$ cat src/rtl/sp_pkg.sv
package sp_pkg;
  typedef enum logic {
    SP_IDLE   = 1'b0,
    SP_ACTIVE = 1'b1
  } sp_state_e;
endpackage

$ cat src/rtl/sp_edge_qual.sv
// Tick-qualified rising edge detector; history resets to PREV_INIT.
module sp_edge_qual #(
  parameter logic PREV_INIT = 1'b1
) (
  input  logic clk,
  input  logic rst,
  input  logic tick,
  input  logic sig,
  output logic rise
);
  logic prev_q;

  always_ff @(posedge clk) begin
    if (rst) begin
      prev_q <= PREV_INIT;
    end else if (tick) begin
      prev_q <= sig;
    end
  end

  assign rise = tick & sig & ~prev_q;
endmodule

$ cat src/rtl/sp_dur_counter.sv
// Down counter holding ticks still to run after the current one.
module sp_dur_counter #(
  parameter int W = 16
) (
  input  logic         clk,
  input  logic         rst,
  input  logic         load,
  input  logic [W-1:0] load_val,
  input  logic         dec,
  output logic         expired
);
  logic [W-1:0] cnt_q;

  always_ff @(posedge clk) begin
    if (rst) begin
      cnt_q <= '0;
    end else if (load) begin
      cnt_q <= load_val;
    end else if (dec) begin
      cnt_q <= cnt_q - 1'b1;
    end
  end

  assign expired = (cnt_q == '0);
endmodule

$ cat src/rtl/sp_pulse_fsm.sv
module sp_pulse_fsm
  import sp_pkg::*;
#(
  parameter int W = 16
) (
  input  logic         clk,
  input  logic         rst,
  input  logic         tick,
  input  logic         rise,
  input  logic [W-1:0] len,
  input  logic         expired,
  output logic         load,
  output logic [W-1:0] load_val,
  output logic         dec,
  output logic         q
);
  sp_state_e state_q;
  logic      start;
  logic      finish;

  always_comb begin
    start    = (state_q == SP_IDLE) && rise && (len != '0);
    finish   = (state_q == SP_ACTIVE) && tick && expired;
    load     = start;
    load_val = len - 1'b1;
    dec      = (state_q == SP_ACTIVE) && tick && !expired;
  end

  always_ff @(posedge clk) begin
    if (rst) begin
      state_q <= SP_IDLE;
      q       <= 1'b0;
    end else begin
      unique case (state_q)
        SP_IDLE: begin
          if (start) begin
            state_q <= SP_ACTIVE;
            q       <= 1'b1;
          end
        end
        SP_ACTIVE: begin
          if (finish) begin
            state_q <= SP_IDLE;
            q       <= 1'b0;
          end
        end
        default: begin
          state_q <= SP_IDLE;
          q       <= 1'b0;
        end
      endcase
    end
  end
endmodule

$ cat src/rtl/single_pulse_former.sv
module single_pulse_former #(
  parameter int   LEN_W     = 16,
  parameter logic PREV_INIT = 1'b1
) (
  input  logic             clk,
  input  logic             rst,
  input  logic             tick,
  input  logic             set_in,
  input  logic [LEN_W-1:0] pulse_len,
  output logic             q
);
  logic             rise;
  logic             load;
  logic [LEN_W-1:0] load_val;
  logic             dec;
  logic             expired;

  sp_edge_qual #(.PREV_INIT(PREV_INIT)) u_edge (
    .clk (clk),
    .rst (rst),
    .tick(tick),
    .sig (set_in),
    .rise(rise)
  );

  sp_dur_counter #(.W(LEN_W)) u_cnt (
    .clk     (clk),
    .rst     (rst),
    .load    (load),
    .load_val(load_val),
    .dec     (dec),
    .expired (expired)
  );

  sp_pulse_fsm #(.W(LEN_W)) u_fsm (
    .clk     (clk),
    .rst     (rst),
    .tick    (tick),
    .rise    (rise),
    .len     (pulse_len),
    .expired (expired),
    .load    (load),
    .load_val(load_val),
    .dec     (dec),
    .q       (q)
  );
endmodule

$ cat config.mk
export PLATFORM = sky130hd
export DESIGN_NAME = single_pulse_former
export DESIGN_NICKNAME = d
export VERILOG_FILES = /design/src/rtl/sp_pkg.sv /design/src/rtl/sp_edge_qual.sv /design/src/rtl/sp_dur_counter.sv /design/src/rtl/sp_pulse_fsm.sv /design/src/rtl/single_pulse_former.sv
export SDC_FILE = /design/constraint.sdc
export NUM_CORES = 1
export LEC_CHECK = 0
export ABC_AREA = 1
export BUFFER_PORTS_ARGS = -buffer_cell sky130_fd_sc_hd__buf_2
export CORE_ASPECT_RATIO = 1.75
export CORE_MARGIN = 10
export CORE_UTILIZATION = 30
export CTS_BUF_LIST = sky130_fd_sc_hd__clkbuf_4
export CTS_CLUSTER_DIAMETER = 60
export DETAILED_ROUTE_END_ITERATION = 7
export HOLD_SLACK_MARGIN = 0.15
export PLACE_DENSITY_LB_ADDON = 0.12
export SYNTH_ARGS = -nofsm -noshare
export SYNTH_HDL_FRONTEND = slang
export SYNTH_SLANG_ARGS = --single-unit
export TNS_END_PERCENT = 50
$ cat constraint.sdc
create_clock -name clk -period 4.4 [get_ports clk]
set_input_delay 0.22 -clock clk [delete_from_list [all_inputs] [get_ports clk]]
set_output_delay 0.22 -clock clk [all_outputs]
set_load 0.02 [all_outputs]
==> impl_metrics.csv, run 1 <==
group,metric,value,unit
cts,clk_latency,0.31,ns
power,vdd_ir_drop_max,0.136,mV
sta,min_period,2.72,ns
sta,drv_slew,0,
power,finalPower,0.464,mW
layout,final_area,0.00163,mm^2
floorplan,rows,33,
drt,viasPerCell,4.83,
hold_path,holdPathEnd,"u_edge.prev_q$_SDFFE_PP1P_",
synth,syn_nets,245,
critical_path,cp.depth,11,
sta,setup_viol_count_final,0,
layout,utilization,0.344,
placed_design,dp_worst_setup_slack,1.60,ns
power,clock_power_share,0.213,
synth,synth_cell_types,36,
grt,gr-usage-met1,0.103,
placed_design,post-place-cells,289,
power,power.leakage,0.809,nW
drt,wl_per_cell,14.4,um
cts,hold_buffers,1,
sta,fin_crit_sh,0.619,
cts,cts_tree,"yes",
cts,clock_path_buffers,2,
critical_path,rr_startpoint,"u_fsm.state_q$_SDFF_PP0_",
grt,grtUsageMet2,0.207,
synth,avgSynthCellArea,6.62,um^2
synth,synth_top_cell_by_area,"dfxtp_1",
grt,use_met3,0.0210,
synth,synth.top_cells.by_count,"nand2_1 (50), inv_1 (25), dfxtp_1 (19)",
drt,drt.antenna.violating_nets,0,
grt,antenna_found_initial,0,
power,swShare,0.396,
layout,diodes,0,
synth,async_flop_share,0,
floorplan,initial_utilization,0.312,
critical_path,reg2reg_depth,11,
synth,ys_ff_latch,19,
sta,setup_ws,1.68,ns
sta,hold_violations,0,
synth,ys.flop_type,"dfxtp_1",
placed_design,gp_congestion,0.836,
power,p_switching,0.184,mW
drt,wirelength,4230,um
placed_design,placed_area,0.00159,mm^2
sta,clock_skew,0.00169,ns
floorplan,die_width,73.1,um
synth,synth_area_leaders,"dfxtp_1 (26%), nand2_1 (13%), inv_1 (6.3%)",
synth,synth_top_cell_area_share,0.257,
flow_run,drv_cap,0,
placed_design,port_buffers,20,
drt,dr.pass1.iters,4,
critical_path,required,4.62,ns
drt,vias,1420,
sta,slew-limit-headroom,0.494,
floorplan,die-area,0.00826,mm^2
cts,clock-root-buffer,"clkbuf_4",
sta,holdWs,0.167,ns
cts,cts.sinks,19,
critical_path,start_kind,"register",
critical_path,critPathMaxStageDelay,0.53,ns
critical_path,crit_chain,"nor3_4, nand2_4, o21a_4, inv_1, ha_1, nand3_2, nor2_2, nand2_1, xor2_1, o21bai_1, inv_1",
critical_path,cpMaxStageDelayCell,"nor3_4",
floorplan,die_h,113,um
critical_path,r2r_slack,1.68,ns
sta,tightest_slew,0.758,ns
critical_path,critPathCaptureType,"register",
sta,max_clock_freq,0.367,GHz
cts,h-tree-depth,1,
outcome,status,"completed",
critical_path,crit_family,"simple AND/OR/NAND/NOR gates",
grt,grt_pass1_vias,1508,
layout,syn2layout_area_growth,10.0,%
grt,grt_usage,0.107,
sta,finalSetupTns,0,ns
synth,postSynthCellCount,224,
grt,top_usage_layer,"met2",
power,p_comb_frac,0.377,
floorplan,core_area,0.00475,mm^2
cts,clkSlewWorstSetupHoldPaths,0.13,ns
placed_design,dp_hpwl,3400,um
power,p_per_area,285,mW/mm^2
hold_path,hold_depth,3,
layout,drive_gt1_frac,0.236,
floorplan,ios,21,
cts,cts_resized,0,
cts,post_cts_buffers,0,
power,p_seq_frac,0.410,
layout,nets,264,
synth,yosysWarningCount,0,
critical_path,r2r_end,"u_cnt.cnt_q[8]$_SDFFE_PP0P_",
grt,grt_max_degree,26,
critical_path,worstSetupPathType,"register to register",
grt,overflow,0,
sta,grt_setup_unrepaired,"no",
drt,drc,0,
cts,numCtsBuffers,3,
drt,drtIter0Drc,47,
critical_path,cpMostUsedCell,"inv_1",
synth,synth_area,0.00148,mm^2
critical_path,critPathArrivalTime,2.95,ns
hold_path,hold_path_class,"input port to register",
synth,synth_edf_count,0,
layout,layoutNonFillerInstCount,294,
critical_path,crit_fanout,25,
synth,yosysMostFrequentCell,"nand2_1",
power,p_int,0.281,mW
hold_path,hold_start,"set_in",
grt,grt_pass1_wl,7100,um
critical_path,critPathBufInv,2,
synth,synth-seq-area-share,0.257,
==> registers in the layout (all words and copies together) (netlist names) <==
signal / count
u_fsm.state_q: 1
u_fsm.q: 1
u_edge.prev_q: 1
u_cnt.cnt_q: 16
==> layout make-up <==
type | instances | area, um^2
clock buffers | 3 | 22.5
clock inverters | 1 | 5.00
fillers | 539 | 3120
inverters | 28 | 106
multi-input cells | 170 | 942
flip-flops and latches | 19 | 380
well taps | 52 | 65.1
repair buffers | 21 | 110
==> layer usage <==
layer / wire (um) / share of wire
met1: 1560 / 0.37
met2: 2440 / 0.58
met3: 117 / 0.028
met4: 112 / 0.026
met5: 0 / 0
==> how the worst max path moves through the flow <==
stage | from | end
6_report | u_fsm.state_q$_SDFF_PP0_ | u_cnt.cnt_q[8]$_SDFFE_PP0P_
2_1_floorplan | u_fsm.state_q$_SDFF_PP0_ | u_cnt.cnt_q[8]$_SDFFE_PP0P_
5_1_grt | u_fsm.state_q$_SDFF_PP0_ | u_cnt.cnt_q[13]$_SDFFE_PP0P_
4_1_cts | u_fsm.state_q$_SDFF_PP0_ | u_cnt.cnt_q[8]$_SDFFE_PP0P_
3_3_place_gp | pulse_len[15] | u_cnt.cnt_q[8]$_SDFFE_PP0P_
3_5_place_dp | pulse_len[15] | u_cnt.cnt_q[8]$_SDFFE_PP0P_
==> power by group through the flow <==
stage               combinational [mW]  sequential (mW)  clock [mW]
global route                     0.198            0.192       0.110
floorplan                        0.134            0.192           0
finish                           0.175            0.190      0.0988
CTS                              0.178            0.191       0.102
detailed placement               0.176            0.194           0
global placement                 0.177            0.194           0
==> kinds of logic (layout without fill, tap and decap cells) <==
| logic type | Yosys count | count (layout) | synth area share |
|---|---|---|---|
| multiplexers | 1 | 1 | 0.00759 |
| buffers and inverters | 35 | 53 | 0.108 |
| flip-flops | 19 | 19 | 0.257 |
| AND/OR/NAND/NOR | 125 | 125 | 0.444 |
| XOR/XNOR | 4 | 4 | 0.0236 |
| AO/OA/AOI/OAI | 39 | 39 | 0.152 |
| adder cells (fa/ha/maj) | 1 | 1 | 0.00844 |
==> worst min-delay path, delay by kind of cell <==
| kind | cells | cell delay, ns |
|---|---|---|
| buffers and inverters | 1 | 0.09 |
| AOI/OAI and AO/OA | 1 | 0.08 |
| and+or+nand+nor | 1 | 0.06 |
==> placed cells by master, fill, tap and decap left out, types with 3 or more instances in the layout <==
| cell type | instances |
|---|---|
| a21oi_1 | 11 |
| buf_2 | 20 |
| clkbuf_4 | 3 |
| dfxtp_1 | 19 |
| inv_1 | 25 |
| nand2_1 | 50 |
| nand2_2 | 14 |
| nand3_1 | 17 |
| nand3b_1 | 5 |
| nand4_1 | 4 |
| nor2_1 | 15 |
| nor2_2 | 4 |
| nor4_1 | 4 |
| o21ai_0 | 13 |
| o21ai_1 | 6 |
| o21bai_1 | 3 |
| xor2_1 | 4 |
No activity file was read; power rests on OpenSTA's default activity.
==> run 2: changes to the inputs <==
Clock period 4.4 ns to 2.5 ns, I/O delays scaled along.
==> run 2 against run 1 <==
Worst hold slack better by 0.032 ns. Cell count up 3.4%. First-iteration DRC count up 85%. Utilization up 2.2 points. Wire length up 8.9%. Total power up 84%. Clock skew up 0.0031 ns. Sequential power up 77%. Clock power up 86%. Die area unchanged. Count of clock-buffer cells in the layout unchanged. Critical endpoint is now u_cnt.cnt_q[14]$_SDFFE_PP0P_. Largest power group unchanged. Highest routed layer unchanged.
==> impl_metrics.csv, run 2 (synthesis results as in run 1) <==
group,metric,value,unit
power,power.leakage,0.860,nW
cts,cts.sinks,19,
drt,wl_per_cell,15.2,um
placed_design,dp_worst_setup_slack,0.233,ns
critical_path,crit_fanout,15,
drt,viasPerCell,4.98,
sta,setup_viol_count_final,0,
sta,slew-limit-headroom,0.641,
outcome,status,"completed",
sta,setup_ws,0.178,ns
cts,clk_latency,0.33,ns
layout,drive_gt1_frac,0.266,
cts,clock_path_buffers,2,
sta,fin_crit_sh,0.929,
hold_path,hold_path_class,"input port to register",
drt,dr.pass1.iters,4,
layout,largest_reg_flops,16,
sta,clock_skew,0.00481,ns
grt,overflow,0,
sta,max_clock_freq,0.431,GHz
placed_design,port_buffers,20,
critical_path,required,2.78,ns
drt,wirelength,4610,um
power,p_per_area,492,mW/mm^2
floorplan,rows,33,
floorplan,ios,21,
layout,mostFrequentLayoutCells,"nand2_1 (49), inv_1 (25), buf_2 (20)",
placed_design,dp_hpwl,3620,um
critical_path,critPathCaptureType,"register",
drt,vias,1513,
cts,clkSlewWorstSetupHoldPaths,0.13,ns
cts,numCtsBuffers,3,
critical_path,start_kind,"input port",
grt,grt_pass1_wl,7370,um
layout,final_common_cell,"nand2_1",
flow_run,drv_cap,0,
sta,grt_setup_unrepaired,"no",
layout,largest_register,"u_cnt.cnt_q",
cts,h-tree-depth,1,
floorplan,die-area,0.00826,mm^2
layout,nets,274,
layout,fillers,541,
drt,drc,0,
power,vdd_ir_drop_max,0.263,mV
cts,clock-root-buffer,"clkbuf_4",
layout,layoutNonFillerInstCount,304,
sta,tightest_slew,0.537,ns
placed_design,gp_congestion,0.807,
drt,drt.antenna.violating_nets,0,
drt,drtIter0Drc,87,
layout,diodes,0,
grt,grt_pass1_vias,1568,
sta,holdWs,0.199,ns
layout,utilization,0.365,
sta,min_period,2.32,ns
grt,grt_usage,0.113,
floorplan,core_area,0.00475,mm^2
cts,cts_tree,"yes",
critical_path,critPathArrivalTime,2.60,ns
placed_design,post-place-cells,295,
grt,grt_max_degree,17,
floorplan,die_h,113,um
layout,syn2layout_area_growth,17.0,%
critical_path,worstSetupPathType,"input port to register",
sta,finalSetupTns,0,ns
sta,hold_violations,0,
grt,antenna_found_initial,0,
sta,drv_slew,0,
floorplan,initial_utilization,0.312,
floorplan,die_width,73.1,um
==> run 2: final timing paths <==
path,slack [ns],endpoint,depth (start not counted),startpoint
setup / recovery,0.18,u_cnt.cnt_q[14]$_SDFFE_PP0P_,15,tick
hold / removal,0.20,u_cnt.cnt_q[0]$_SDFFE_PP0P_,3,pulse_len[0]
setup reg to reg,0.36,u_cnt.cnt_q[14]$_SDFFE_PP0P_,12,u_fsm.state_q$_SDFF_PP0_
hold reg to reg,0.47,u_fsm.q$_SDFFE_PP0P_,2,u_fsm.q$_SDFFE_PP0P_
==> run 2: report_power, final <==
group          internal [mW]  total [mW]  switching [mW]
sequential             0.320       0.337          0.0167
clock                 0.0603       0.184           0.124
combinational          0.131       0.332           0.202
total                  0.511       0.854           0.342
==> run 2: area by class of cell <==
| class | count | area (um^2) | share of cell area |
|---|---|---|---|
| multi-input combinational | 170 | 966 | 0.557 |
| sequential | 19 | 380 | 0.219 |
| clock buffer | 3 | 22.5 | 0.0130 |
| inverter | 28 | 106 | 0.0613 |
| clock inverter | 1 | 5.00 | 0.00288 |
| tap | 52 | 65.1 | 0.0375 |
| timing repair buffer | 31 | 190 | 0.110 |
==> run 2: metrics by stage <==
step	cell area [um^2]	total power, mW
6_report	1740	0.854
5_1_grt	1740	0.914
4_1_cts	1700	0.840
3_5_place_dp	1640	0.657
3_3_place_gp	1640	0.658
2_1_floorplan	1480	0.574
==> run 2: timing repair <==
item	4_1_cts	5_1_grt
resized for setup	0	5
endpoints found under the hold margin	4	0
hold buffers	3	0
endpoints found under the setup margin	0	2
setup buffers	0	2
==> run 2: routing by layer <==
metal  global-route usage  share of wire
met1                0.109           0.35
met2                0.214           0.57
met3               0.0184          0.036
met4               0.0573          0.052
met5                    0              0
==> run 2: worst max-delay path: stages <==
cell and delay, ns:
dlygate4sd3_1 0.52, buf_2 0.15, nand2_2 0.09, nor3_4 0.28
nand2_4 0.08, buf_4 0.20, o21a_4 0.24, inv_1 0.06
ha_2 0.20, nand3_4 0.11, nor3_4 0.23, nand3_1 0.10
nand2_1 0.08, nand2_1 0.06, a21oi_2 0.10
==> run 3: changes to the inputs <==
Settings changed: CORE_ASPECT_RATIO 1.75 to 0.75.
==> run 3 against run 2 <==
Highest routed layer unchanged. Global-route usage down 1.1 points. Clock skew up 0.0033 ns. Sequential share of layout area rose by 0.48 points. Critical path type unchanged. Total power fell by 3.1%. Sequential power about the same. Largest power group unchanged.
==> impl_metrics.csv, run 3 (synthesis results as in run 1) <==
group,metric,value,unit
outcome,status,"completed",
critical_path,required,2.74,ns
floorplan,ios,21,
power,clock_power_share,0.220,
drt,viasPerCell,4.65,
drt,wl_per_cell,13.4,um
sta,fin_crit_sh,0.911,
sta,holdWs,0.205,ns
layout,final_common_cell,"nand2_1",
layout,diodes,0,
grt,antenna_found_initial,0,
floorplan,initial_utilization,0.306,
power,p_seq_frac,0.407,
placed_design,dp_hpwl,3240,um
drt,wirelength,4130,um
floorplan,die_h,80.9,um
critical_path,r2r_slack,0.32,ns
sta,setup_viol_count_final,0,
drt,drt.antenna.violating_nets,0,
layout,final_area,0.00170,mm^2
drt,vias,1432,
placed_design,placed_area,0.00163,mm^2
floorplan,die_width,101,um
layout,layoutNonFillerInstCount,308,
floorplan,core_area,0.00484,mm^2
sta,finalSetupTns,0,ns
sta,drv_slew,0,
layout,syn2layout_area_growth,14.5,%
critical_path,crit_fanout,9,
sta,min_period,2.28,ns
flow_run,drv_cap,0,
critical_path,critPathCaptureType,"register",
layout,drive_gt1_frac,0.250,
cts,clk_latency,0.32,ns
cts,h-tree-depth,1,
critical_path,reg2reg_depth,11,
cts,clkSlewWorstSetupHoldPaths,0.14,ns
power,p_switching,0.326,mW
hold_path,hold_depth,3,
drt,drtIter0Drc,109,
layout,utilization,0.350,
sta,slew-limit-headroom,0.659,
cts,cts.sinks,19,
placed_design,post-place-cells,301,
layout,nets,270,
placed_design,gp_congestion,0.821,
sta,hold_violations,0,
power,power.leakage,0.834,nW
drt,drc,0,
layout,mostFrequentLayoutCells,"nand2_1 (50), inv_1 (25), buf_2 (20)",
floorplan,die-area,0.00818,mm^2
cts,clock-root-buffer,"clkbuf_4",
cts,clock_path_buffers,2,
critical_path,critPathArrivalTime,2.52,ns
cts,cts_tree,"yes",
grt,grt_pass1_vias,1352,
placed_design,port_buffers,20,
critical_path,worstSetupPathType,"input port to register",
cts,numCtsBuffers,3,
drt,dr.pass1.iters,4,
critical_path,start_kind,"input port",
critical_path,rr_startpoint,"u_fsm.state_q$_SDFF_PP0_",
grt,overflow,0,
layout,largest_reg_flops,16,
grt,grt_pass1_wl,6880,um
sta,max_clock_freq,0.439,GHz
hold_path,hold_path_class,"input port to register",
critical_path,r2r_end,"u_cnt.cnt_q[8]$_SDFFE_PP0P_",
sta,setup_ws,0.222,ns
power,finalPower,0.827,mW
power,swShare,0.395,
power,vdd_ir_drop_max,0.294,mV
grt,grt_max_degree,21,
power,p_comb_frac,0.373,
sta,grt_setup_unrepaired,"no",
floorplan,rows,22,
power,p_per_area,487,mW/mm^2
placed_design,dp_worst_setup_slack,0.193,ns
hold_path,holdPathEnd,"u_cnt.cnt_q[0]$_SDFFE_PP0P_",
layout,largest_register,"u_cnt.cnt_q",
power,p_int,0.501,mW
sta,tightest_slew,0.511,ns
hold_path,hold_start,"pulse_len[0]",
sta,clock_skew,0.00813,ns
grt,grt_usage,0.102,
run 3: cell count changes in the layout (fill, tap and decap cells not counted), sizes merged:
cell      change
buf           -4
clkinvlp      +1
clkinv        -1
run 3: layout make-up:
type | count | area, um^2
well taps | 60 | 75.1
multi-input cells | 170 | 946
clock buffers | 3 | 22.5
clock inverters | 1 | 7.51
inverters | 28 | 106
fillers | 535 | 3150
flip-flops and latches | 19 | 380
repair buffers | 27 | 160
run 3: worst max path at each step:
stage / depth (start not counted) / from / to
floorplan: 12 / u_fsm.state_q$_SDFF_PP0_ / u_cnt.cnt_q[8]$_SDFFE_PP0P_
global placement: 16 / pulse_len[15] / u_cnt.cnt_q[10]$_SDFFE_PP0P_
detailed placement: 16 / pulse_len[15] / u_cnt.cnt_q[8]$_SDFFE_PP0P_
CTS: 14 / tick / u_cnt.cnt_q[8]$_SDFFE_PP0P_
global route: 14 / tick / u_cnt.cnt_q[8]$_SDFFE_PP0P_
finish: 14 / tick / u_cnt.cnt_q[8]$_SDFFE_PP0P_
run 3: critical path, stage by stage:
cell and delay (ns):
dlygate4sd3_1 0.51, buf_2 0.13, nand2_2 0.08, nor3_4 0.23, nand2_4 0.10, buf_4 0.19, o21ai_2 0.17, ha_1 0.21
nand3_2 0.11, nor2_2 0.19, nand2_1 0.13, xor2_1 0.16, o21bai_1 0.12, inv_1 0.05
run 3: routing by layer:
metal | vias up | GRT usage | part of all wire
met5 | - | 0 | 0
met4 | 0 | 0.0125 | 0.0031
met3 | 2 | 0.0305 | 0.061
met2 | 31 | 0.130 | 0.37
met1 | 621 | 0.160 | 0.57
li1 | 778 | - | -
run 3: power groups by stage:
stage | registers [mW] | logic (mW) | clock network (mW)
floorplan | 0.338 | 0.236 | 0
finish | 0.336 | 0.309 | 0.182
global placement | 0.343 | 0.309 | 0
global route | 0.339 | 0.349 | 0.197
CTS | 0.336 | 0.308 | 0.188
detailed placement | 0.343 | 0.302 | 0
run 3: what timing repair did:
action,4_1_cts,5_1_grt
setup buffers,0,0
hold buffers,3,0
resized for setup,0,1
hold endpoints to repair,4,0
endpoints found under the setup margin,0,2
